## src/rtl/xlat_pkg.sv

```systemverilog
// Shared types for the translation buffer.
// Assumes: flag layout is used identically by storage, checker and top.
package xlat_pkg;

    // Control bits kept with every mapping.
    typedef struct packed {
        logic rd;
        logic wr;
        logic ex;
        logic nc;
        logic refd;
        logic dirty;
    } pte_flags_t;

    // Lookup sequencer states.
    typedef enum logic {
        ST_IDLE = 1'b0,
        ST_WALK = 1'b1
    } xlat_state_t;

endpackage

```

## src/rtl/xlat_access_check.sv

```systemverilog
// Rights check and bit update for one access.
// Decides whether the access kind is allowed by the mapping's rights and
// computes the updated referenced/modified bits.
// Assumes: kind 0 read, 1 write, 2/3 execute.
module xlat_access_check
    import xlat_pkg::*;
(
    input  logic [1:0]  kind,
    input  pte_flags_t  flags_in,
    output logic        allow,
    output logic        set_ref,
    output logic        set_mod,
    output pte_flags_t  flags_out
);

    logic is_write;
    logic is_exec;

    // Decode the access kind.
    always_comb begin
        is_exec  = kind[1];
        is_write = !kind[1] && kind[0];
    end

    // Rights check and referenced/modified update.
    always_comb begin
        if (is_exec)       allow = flags_in.ex;
        else if (is_write) allow = flags_in.wr;
        else               allow = flags_in.rd;
        set_ref              = allow && !flags_in.refd;
        set_mod              = allow && is_write && !flags_in.dirty;
        flags_out            = flags_in;
        flags_out.refd       = flags_in.refd  | allow;
        flags_out.dirty      = flags_in.dirty | (allow && is_write);
    end

endmodule

```

## src/rtl/xlat_victim.sv

```systemverilog
// Round-robin victim pointer.
// Advances one slot per install and wraps after the last slot.
// Assumes: adv is only high on cycles that really write a slot.
module xlat_victim #(
    parameter int N = 8
) (
    input  logic                          clk,
    input  logic                          rst_n,
    input  logic                          adv,
    output logic [((N > 1) ? $clog2(N) : 1)-1:0] ptr
);

    localparam int IDX_W = (N > 1) ? $clog2(N) : 1;
    localparam logic [IDX_W-1:0] LAST = IDX_W'(N - 1);

    logic [IDX_W-1:0] ptr_q;

    // Step the pointer on each install.
    always_ff @(posedge clk) begin
        if (!rst_n)          ptr_q <= '0;
        else if (adv)        ptr_q <= (ptr_q == LAST) ? '0 : ptr_q + 1'b1;
    end

    assign ptr = ptr_q;


    victim_step_chk: assert property (@(posedge clk) disable iff (!rst_n)
        adv |=> ((ptr == '0) || (ptr == $past(ptr) + 1'b1)) && (ptr != $past(ptr) || N == 1));


    victim_hold_chk: assert property (@(posedge clk) disable iff (!rst_n)
        !adv |=> $stable(ptr));

endmodule

```

## src/rtl/xlat_tag_array.sv

```systemverilog
// Fully associative mapping store.
// Holds N slots of {valid, pid, vpn, pfn, flags}; compares all slots
// against a lookup key in parallel and reports a single hit.
// Assumes: install and update never target a slot in the same cycle
// except through flush priority; flush clears valid bits only.
module xlat_tag_array
    import xlat_pkg::*;
#(
    parameter int N     = 8,
    parameter int VPN_W = 20,
    parameter int PFN_W = 20,
    parameter int PID_W = 6
) (
    input  logic                 clk,
    input  logic                 rst_n,
    input  logic [VPN_W-1:0]     lk_vpn,
    input  logic [PID_W-1:0]     lk_pid,
    output logic                 hit,
    output logic [((N > 1) ? $clog2(N) : 1)-1:0] hit_idx,
    output logic [PFN_W-1:0]     hit_pfn,
    output pte_flags_t           hit_flags,
    input  logic                 flush,
    input  logic                 wr_en,
    input  logic [((N > 1) ? $clog2(N) : 1)-1:0] wr_idx,
    input  logic [VPN_W-1:0]     wr_vpn,
    input  logic [PID_W-1:0]     wr_pid,
    input  logic [PFN_W-1:0]     wr_pfn,
    input  pte_flags_t           wr_flags,
    input  logic                 upd_en,
    input  logic [((N > 1) ? $clog2(N) : 1)-1:0] upd_idx,
    input  pte_flags_t           upd_flags
);

    localparam int IDX_W = (N > 1) ? $clog2(N) : 1;

    logic [N-1:0]     valid_vec;
    logic [N-1:0]     match;
    logic [PFN_W-1:0] slot_pfn   [N];
    pte_flags_t       slot_flags [N];

    for (genvar i = 0; i < N; i++) begin : g_slot
        logic             v_q;
        logic [VPN_W-1:0] vpn_q;
        logic [PID_W-1:0] pid_q;
        logic [PFN_W-1:0] pfn_q;
        pte_flags_t       flg_q;

        // Slot storage: flush, then install, then bit update.
        always_ff @(posedge clk) begin
            if (!rst_n) begin
                v_q   <= 1'b0;
                vpn_q <= '0;
                pid_q <= '0;
                pfn_q <= '0;
                flg_q <= '0;
            end else if (flush) begin
                v_q   <= 1'b0;
            end else if (wr_en && wr_idx == IDX_W'(i)) begin
                v_q   <= 1'b1;
                vpn_q <= wr_vpn;
                pid_q <= wr_pid;
                pfn_q <= wr_pfn;
                flg_q <= wr_flags;
            end else if (upd_en && upd_idx == IDX_W'(i)) begin
                flg_q <= upd_flags;
            end
        end

        assign valid_vec[i]  = v_q;
        assign match[i]      = v_q && (vpn_q == lk_vpn) && (pid_q == lk_pid);
        assign slot_pfn[i]   = pfn_q;
        assign slot_flags[i] = flg_q;
    end

    // Encode the matching slot and select its contents.
    always_comb begin
        hit_idx = '0;
        for (int i = 0; i < N; i++) begin
            if (match[i]) hit_idx = IDX_W'(i);
        end
        hit       = |match;
        hit_pfn   = slot_pfn[hit_idx];
        hit_flags = slot_flags[hit_idx];
    end


    single_match_chk: assert property (@(posedge clk) disable iff (!rst_n)
        $onehot0(match));


    flush_clear_chk: assert property (@(posedge clk) disable iff (!rst_n)
        flush |=> (valid_vec == '0));

endmodule

```

## src/rtl/xlat_tlb.sv

```systemverilog
// Process-tagged translation buffer with walk request.
// Looks up {vpn, current pid}; a hit answers next cycle, a miss stalls
// and asks an external walker, whose fill is installed round-robin.
// Assumes: the walker answers each walk request with exactly one
// fill_valid beat; requesters hold their request until req_ready.
module xlat_tlb
    import xlat_pkg::*;
#(
    parameter int VA_W    = 32,
    parameter int OFF_W   = 12,
    parameter int PFN_W   = 20,
    parameter int PID_W   = 6,
    parameter int ENTRIES = 8
) (
    input  logic                    clk,
    input  logic                    rst_n,
    input  logic                    pid_load,
    input  logic [PID_W-1:0]        pid_value,
    input  logic                    flush_all,
    input  logic                    req_valid,
    output logic                    req_ready,
    input  logic [VA_W-1:0]         req_vaddr,
    input  logic [1:0]              req_kind,
    output logic                    rsp_valid,
    output logic [PFN_W+OFF_W-1:0]  rsp_paddr,
    output logic                    rsp_fault,
    output logic                    rsp_perm,
    output logic                    rsp_nocache,
    output logic                    rsp_upd_ref,
    output logic                    rsp_upd_mod,
    output logic                    walk_req_valid,
    output logic [VA_W-OFF_W-1:0]   walk_vpn,
    output logic [PID_W-1:0]        walk_pid,
    input  logic                    fill_valid,
    input  logic                    fill_present,
    input  logic [PFN_W-1:0]        fill_pfn,
    input  logic                    fill_rd,
    input  logic                    fill_wr,
    input  logic                    fill_ex,
    input  logic                    fill_nc,
    input  logic                    fill_ref,
    input  logic                    fill_mod
);

    localparam int VPN_W = VA_W - OFF_W;
    localparam int PA_W  = PFN_W + OFF_W;
    localparam int IDX_W = (ENTRIES > 1) ? $clog2(ENTRIES) : 1;

    xlat_state_t       state_q;
    logic [PID_W-1:0]  pid_q;
    logic [VPN_W-1:0]  h_vpn;
    logic [OFF_W-1:0]  h_off;
    logic [1:0]        h_kind;
    logic [PID_W-1:0]  h_pid;

    logic              fire, hit_eff, miss_go, fill_take, install;
    logic              tag_hit;
    logic [IDX_W-1:0]  tag_idx, vic_ptr;
    logic [PFN_W-1:0]  tag_pfn;
    pte_flags_t        tag_flags, fill_flags, chk_in, chk_out;
    logic [1:0]        chk_kind;
    logic              allow, set_ref, set_mod;

    // Handshake and path selection.
    always_comb begin
        req_ready = (state_q == ST_IDLE);
        fire      = req_valid && req_ready;
        hit_eff   = fire && tag_hit && !flush_all;
        miss_go   = fire && !(tag_hit && !flush_all);
        fill_take = (state_q == ST_WALK) && fill_valid;
        install   = fill_take && fill_present && !flush_all;
        fill_flags = '{rd: fill_rd, wr: fill_wr, ex: fill_ex, nc: fill_nc,
                       refd: fill_ref, dirty: fill_mod};
        chk_in    = fill_take ? fill_flags : tag_flags;
        chk_kind  = fill_take ? h_kind     : req_kind;
    end

    // Current process register.
    always_ff @(posedge clk) begin
        if (!rst_n)        pid_q <= '0;
        else if (pid_load) pid_q <= pid_value;
    end

    // Lookup sequencer: idle, or waiting for the walker.
    always_ff @(posedge clk) begin
        if (!rst_n)                             state_q <= ST_IDLE;
        else if (state_q == ST_IDLE && miss_go) state_q <= ST_WALK;
        else if (fill_take)                     state_q <= ST_IDLE;
    end

    // Capture the accepted request for the walk and the fill answer.
    always_ff @(posedge clk) begin
        if (!rst_n) begin
            h_vpn  <= '0;
            h_off  <= '0;
            h_kind <= '0;
            h_pid  <= '0;
        end else if (fire) begin
            h_vpn  <= req_vaddr[VA_W-1:OFF_W];
            h_off  <= req_vaddr[OFF_W-1:0];
            h_kind <= req_kind;
            h_pid  <= pid_q;
        end
    end

    xlat_tag_array #(
        .N     (ENTRIES),
        .VPN_W (VPN_W),
        .PFN_W (PFN_W),
        .PID_W (PID_W)
    ) tags_i (
        .clk       (clk),
        .rst_n     (rst_n),
        .lk_vpn    (req_vaddr[VA_W-1:OFF_W]),
        .lk_pid    (pid_q),
        .hit       (tag_hit),
        .hit_idx   (tag_idx),
        .hit_pfn   (tag_pfn),
        .hit_flags (tag_flags),
        .flush     (flush_all),
        .wr_en     (install),
        .wr_idx    (vic_ptr),
        .wr_vpn    (h_vpn),
        .wr_pid    (h_pid),
        .wr_pfn    (fill_pfn),
        .wr_flags  (chk_out),
        .upd_en    (hit_eff && allow),
        .upd_idx   (tag_idx),
        .upd_flags (chk_out)
    );

    xlat_victim #(
        .N (ENTRIES)
    ) victim_i (
        .clk   (clk),
        .rst_n (rst_n),
        .adv   (install),
        .ptr   (vic_ptr)
    );

    xlat_access_check check_i (
        .kind      (chk_kind),
        .flags_in  (chk_in),
        .allow     (allow),
        .set_ref   (set_ref),
        .set_mod   (set_mod),
        .flags_out (chk_out)
    );

    // Response register: hit answer, fill answer, or idle.
    always_ff @(posedge clk) begin
        if (!rst_n) begin
            rsp_valid   <= 1'b0;
            rsp_paddr   <= '0;
            rsp_fault   <= 1'b0;
            rsp_perm    <= 1'b0;
            rsp_nocache <= 1'b0;
            rsp_upd_ref <= 1'b0;
            rsp_upd_mod <= 1'b0;
        end else if (hit_eff) begin
            rsp_valid   <= 1'b1;
            rsp_paddr   <= allow ? {tag_pfn, req_vaddr[OFF_W-1:0]} : PA_W'(0);
            rsp_fault   <= 1'b0;
            rsp_perm    <= !allow;
            rsp_nocache <= allow && tag_flags.nc;
            rsp_upd_ref <= set_ref;
            rsp_upd_mod <= set_mod;
        end else if (fill_take) begin
            rsp_valid   <= 1'b1;
            rsp_paddr   <= (fill_present && allow) ? {fill_pfn, h_off} : PA_W'(0);
            rsp_fault   <= !fill_present;
            rsp_perm    <= fill_present && !allow;
            rsp_nocache <= fill_present && allow && fill_nc;
            rsp_upd_ref <= fill_present && set_ref;
            rsp_upd_mod <= fill_present && set_mod;
        end else begin
            rsp_valid   <= 1'b0;
            rsp_paddr   <= '0;
            rsp_fault   <= 1'b0;
            rsp_perm    <= 1'b0;
            rsp_nocache <= 1'b0;
            rsp_upd_ref <= 1'b0;
            rsp_upd_mod <= 1'b0;
        end
    end

    // Walk request outputs come from the held request.
    assign walk_req_valid = (state_q == ST_WALK);
    assign walk_vpn       = h_vpn;
    assign walk_pid       = h_pid;


    walk_hold_chk: assert property (@(posedge clk) disable iff (!rst_n)
        (walk_req_valid && !fill_valid) |=>
            (walk_req_valid && !req_ready && $stable(walk_vpn) && $stable(walk_pid)));


    fill_answer_chk: assert property (@(posedge clk) disable iff (!rst_n)
        (walk_req_valid && fill_valid) |=> (rsp_valid && !walk_req_valid));


    hit_answer_chk: assert property (@(posedge clk) disable iff (!rst_n)
        (req_valid && req_ready && tag_hit && !flush_all) |=> (rsp_valid && !walk_req_valid));


    fault_clean_chk: assert property (@(posedge clk) disable iff (!rst_n)
        (rsp_valid && (rsp_fault || rsp_perm)) |->
            (rsp_paddr == '0 && !rsp_upd_ref && !rsp_upd_mod && !rsp_nocache));

endmodule

```

## config.mk

```make
export PLATFORM = sky130hd
export DESIGN_NAME = xlat_tlb
export DESIGN_NICKNAME = d
export VERILOG_FILES = /design/src/rtl/xlat_pkg.sv /design/src/rtl/xlat_access_check.sv /design/src/rtl/xlat_victim.sv /design/src/rtl/xlat_tag_array.sv /design/src/rtl/xlat_tlb.sv
export SDC_FILE = /design/constraint.sdc
export NUM_CORES = 2
export LEC_CHECK = 0
export ABC_AREA = 1
export CORE_ASPECT_RATIO = 1.2
export CORE_MARGIN = 8
export CORE_UTILIZATION = 40
export CTS_CLUSTER_SIZE = 12
export DETAILED_ROUTE_END_ITERATION = 8
export DONT_BUFFER_PORTS = 1
export PLACE_DENSITY_LB_ADDON = 0.15
export SYNTH_ARGS = -nofsm -noshare
export SYNTH_HDL_FRONTEND = slang
export SYNTH_HIERARCHICAL = 1
export SYNTH_SLANG_ARGS = --single-unit
```

## constraint.sdc

```tcl
create_clock -name clk -period 3.8 [get_ports clk]
set_input_delay 0.38 -clock clk [delete_from_list [all_inputs] [get_ports clk]]
set_output_delay 0.38 -clock clk [all_outputs]
set_load 0.005 [all_outputs]
```

---- After elaboration in Yosys (flattened, before gate mapping) ----
Cells that the tools add are included.
storage, ports and cells
  logic and storage cells ................. 272
  register bits after elaboration ......... 512
  output and inout bits ................... 66
cells by class
  reduce and logical (&&, ||, !) cells .... 89
  muxes and demuxes ....................... 50
  $add $sub $neg .......................... 1
  equal/unequal tests ..................... 30
  order comparisons ....................... 1
  bitwise operators ....................... 7
operators with widths
  cell                                            number
  == test 20 bit                                  8
  2-to-1 mux 32 bit                               4
  2-to-1 mux 6 bit                                19
  binary-select mux 20 bit (select 3 bit)         1
  logical AND 1 bit                               52
  == test 6 bit                                   8
  2-to-1 mux 20 bit                               2
  AND reduction 2 bit                             16
  == test 3 bit (second input constant)           8
  binary-select mux 6 bit (select 3 bit)          1
  nonzero test 2 bit                              9
  2-to-1 mux 1 bit                                15
  2-to-1 mux 3 bit                                5
  == test 3 x 2 -> 1 bit (second input constant)  4
  OR reduction 8 bit                              1
  zero test 1 bit                                 7
  == test 3 x 1 -> 1 bit (second input constant)  2
  zero test 3 bit                                 2
  2-to-1 mux 2 bit                                3
  >= comparator 4 bit (second input constant)     1
  inverter 1 bit                                  4
  inverter 3 -> 4 bit                             1
  adder 3 x 1 -> 3 bit (second input constant)    1
  OR reduction 3 bit                              1
  2 further kinds                                 3

---- Logic depth before layout (Yosys ltp) ----
  depth in word-level cells ............... 22
  depth in mapped cells ................... 40

---- Cells and area by module ----
Netlist, hierarchy kept.
modules (own cells, without submodules)
  module             times used  cells an instance  area each (um^2)
  xlat_tag_array     1           3429               22123.7
  xlat_tlb           1           531                3604.7
  xlat_victim        1           18                 138.9
  xlat_access_check  1           19                 96.3

---- Least setup slack after synthesis ----
Ideal clock, no wire load.
  path type ............................... in2reg
  from .................................... in req_vaddr[30]
  to ...................................... reg tags_i/g_slot[1].flg_q[2] in the netlist's numbering
  arrival time ............................ 3.776 ns
  stages .................................. 31
  path slack .............................. -0.050 ns
  library setup time ...................... 0.074 ns
  required time ........................... 3.726 ns
  path through ............................ buf_4 -> inv_1 -> nor2_1 -> nor2_1 -> nand4_1 -> nor3_1 -> nand4_1 -> and2_1 -> a21oi_2 -> buf_2 -> nand3_1 -> nand3_1 -> nand2_1 -> inv_1 -> nand2_1 -> nand2_1 -> nand2_1 -> nand3_1 -> nand2_2 -> inv_1 -> buf_2 -> buf_2 -> inv_1 -> nor2_1 -> inv_1 -> nor2_1 -> a31oi_1 -> inv_1 -> clkbuf_1 -> o21ai_0 -> a31oi_1
RTL lines
  what                  RTL line              source
  start, declared       xlat_tlb.sv:22        input logic [VA_W-1:0] req_vaddr,
  end signal, assigned  xlat_tag_array.sv:63  flg_q <= wr_flags;
  end signal, assigned  xlat_tag_array.sv:65  flg_q <= upd_flags;
  end, declared         xlat_tag_array.sv:46  pte_flags_t flg_q;

==> results.sh <==
export IMPL_synthFlopType="dfxtp_1"
export IMPL_finalSetupTns_ns=-0.0189
export IMPL_ir_drop_mv=0.378
export IMPL_synth_edff_count=0
export IMPL_cpMaxStageDelayCell="dfxtp_4"
export IMPL_cp_max_fo=7
export IMPL_end_kind="flop"
export IMPL_synth_seq_area_share_pct=39.5
export IMPL_cts_sinks=512
export IMPL_p_leak_nw=13.8
export IMPL_clockBufferDepth=3
export IMPL_cts_root_buf="clkbuf_16"
export IMPL_rows=102
export IMPL_critPathKind="reg -> reg"
export IMPL_slew_headroom_pct=9.60
export IMPL_ys_types=43
export IMPL_grt_max_degree=320
export IMPL_antenna_found_initial=4
export IMPL_ys_ff_latch=512
export IMPL_cpPeakStageDelay_ns=0.36
export IMPL_async_reset_ff_share_pct=0
export IMPL_drc_errors=0
export IMPL_vias_per_cell=5.48
export IMPL_syn_to_final_growth_pct=26.3
export IMPL_gp_congestion=0.998
export IMPL_fmax_mhz=262
export IMPL_fin_worst_hold_slack_ns=0.00957
export IMPL_fin_crit_ns=3.82
export IMPL_wl_per_cell_um=22.5
export IMPL_clock_latency_ns=0.65
export IMPL_cts_htree_levels=2
export IMPL_cts_buffers=56
export IMPL_critical_path_buf_inv_count=6
export IMPL_dpl_cell_area_um2=27400
export IMPL_die_h_um=295
export IMPL_grt_total_usage_pct=30.0
export IMPL_grt_first_pass_wirelength_um=168000
export IMPL_first_global_vias=26442
export IMPL_path_clk_slew_ns=0.07
export IMPL_wirelength_um=116000
export IMPL_hold_path_class="in -> reg"
export IMPL_slew_viol_final=0
export IMPL_dr_pass1_iters=6
export IMPL_numPortBuffers=0
export IMPL_via_count=28266
export IMPL_final_nets=4358
export IMPL_finalCritPeriodShare_pct=100
export IMPL_synth_area_per_cell_um2=6.50
export IMPL_fin_area_um2=32800
export IMPL_synth_common_cells="nand2_1, dfxtp_1, inv_1"
export IMPL_drtAntennaViolNets=0
export IMPL_yosysTopAreaCell="dfxtp_1"
export IMPL_synth_most_common_cell="nand2_1"
export IMPL_drive_above_1_share_pct=10.6
export IMPL_ioPinCount=139
export IMPL_finalWorstSetupSlack_ns=-0.0189
export IMPL_drv_cap=0
export IMPL_rsz0062_at_grt="yes"
export IMPL_crit_path_start_kind="flop"
export IMPL_status="complete, but fails checks"
export IMPL_yosys_warnings=6
export IMPL_die_w_um=249
export IMPL_gr_total_overflow=0
export IMPL_dieArea_um2=73400
export IMPL_synth_area_um2=26000
export IMPL_synth_top_area_share_pct=39.5
export IMPL_clock_skew_ns=0.0149
export IMPL_finalHoldViolCount=0
export IMPL_tightest_slew_ns=1.36
export IMPL_worst_ep_arrival_time_ns=4.34
export IMPL_critPathRequiredTime_ns=4.32
export IMPL_setup_viol_count_final=1
export IMPL_start_util_pct=40.4
export IMPL_synth_area_leaders="dfxtp_1, nand2_1, o21ai_0, inv_1, a21oi_1"
export IMPL_initialDrtViolationCount=2402
export IMPL_cts_tree="done"
export IMPL_cp_top_family="simple AND/OR/NAND/NOR gates"
export IMPL_crit_top_cell="inv_2"
export IMPL_syn_inst=3997
export IMPL_detailed_place_hpwl_um=74600
export IMPL_p_per_area_nw_per_um2=372
export IMPL_violations="setup timing"
export IMPL_syn_num_nets=4072
export IMPL_coreArea_um2=64300
## cell families (layout without fill, tap and decap cells)
logic type                 Yosys count  count (layout)  synth area share (%)
AOI/OAI and AO/OA                  932             932                  18.4
and+or+nand+nor                   1720            1721                  27.9
adders and majority gates            2               2                0.0964
buffers and inverters              765            1088                  11.9
DFF                                512             512                  39.5
other                                0               1                     0
xor gates and xnor gates            66              66                  2.23
## layout by cell type (no fill, tap or decap), drive strengths merged, types with 12 or more instances in the layout
cell type and count:
buf 215, clkinv 13, xnor2 44, dfxtp 512
nor3 34, nand2 834, o21ai 501, dlygate4sd3 260
o22ai 12, a21oi 359, inv 511, clkbuf 81
nand3b 16, xor2 22, a31oi 56, nand4 71
nor2 446, nand3 278, nor4 21
## metrics by stage
step           instances  setup WS, ns  utilization (%)  total power, W
5_1_grt             5154        -0.240             51.0          0.0126
3_5_place_dp        4760        -0.145             42.7         0.00653
3_3_place_gp        4760        -0.149             42.7         0.00653
4_1_cts             5118      0.000589             49.6          0.0122
2_1_floorplan       3997        0.0285                -         0.00617
6_report            5154       -0.0189             51.0          0.0122
## per-layer routing
metal / share of wire (%) / vias to the layer above / GRT usage (%)
met2: 48 / 1110 / 52.4
met4: 7.3 / 4 / 19.4
met3: 6.4 / 378 / 4.74
li1: - / 13468 / -
met1: 38 / 13306 / 34.1
met5: 0.029 / - / 0
## worst paths after layout
path	from	end	slack, ns	cells after the start
min	flush_all	victim_i/ptr[0]$_SDFFE_PN0P_	0.01	3
max	pid_q[4]$_SDFFE_PN0P_	tags_i/g_slot[2].flg_q[2]$_SDFFE_PN0P_	-0.02	26
max reg2reg	pid_q[4]$_SDFFE_PN0P_	tags_i/g_slot[2].flg_q[2]$_SDFFE_PN0P_	-0.02	26
min reg2reg	tags_i/g_slot[5].pfn_q[18]$_SDFFE_PN0P_	tags_i/g_slot[5].pfn_q[18]$_SDFFE_PN0P_	0.45	2
## registers in the layout, summed over array words and instances, names as in the netlist
signal / count
tags_i/g_slot.pfn_q: 160
tags_i/g_slot.vpn_q: 160
tags_i/g_slot.flg_q: 48
tags_i/g_slot.pid_q: 48
rsp_paddr: 32
walk_vpn: 20
h_off: 12
tags_i/g_slot.v_q: 8
pid_q: 6
walk_pid: 6
victim_i/ptr: 3
h_kind: 2
rsp_fault: 1
rsp_nocache: 1
rsp_perm: 1
rsp_upd_mod: 1
rsp_upd_ref: 1
rsp_valid: 1
walk_req_valid: 1
## final cells by class
class                   instances  area (um^2)
fillers                      6676        31500
diodes                          1         2.50
repair inverters                6         42.5
repair buffers                476         4550
clock inverters                16          185
well taps                     832         1040
multi-input cells            2721        13200
inverters                     510         1940
clock buffers                  80         1600
flip-flops and latches        512        10300
## tightest hold or removal path: cells and delay by family
kind	cells	cell delay, ns
simple gates	2	0.10
compound gates	1	0.14
## what timing repair did
action                     4_1_cts  5_1_grt
pin swaps                        0       42
hold buffers                   262        0
gates cloned                     0        8
hold endpoints to repair       394        0
setup buffers                    0       29
gates resized for setup         11      174
setup endpoints to repair       48      147
## power by group
part           total (W)  switching [W]  internal [W]  leakage (nW)
clock network    0.00547        0.00241       0.00306         0.887
logic            0.00115       0.000666      0.000480          8.74
registers        0.00558       0.000156       0.00542          4.14
total             0.0122        0.00323       0.00896          13.8
Note: power is estimated with default switching activity, not from simulation.
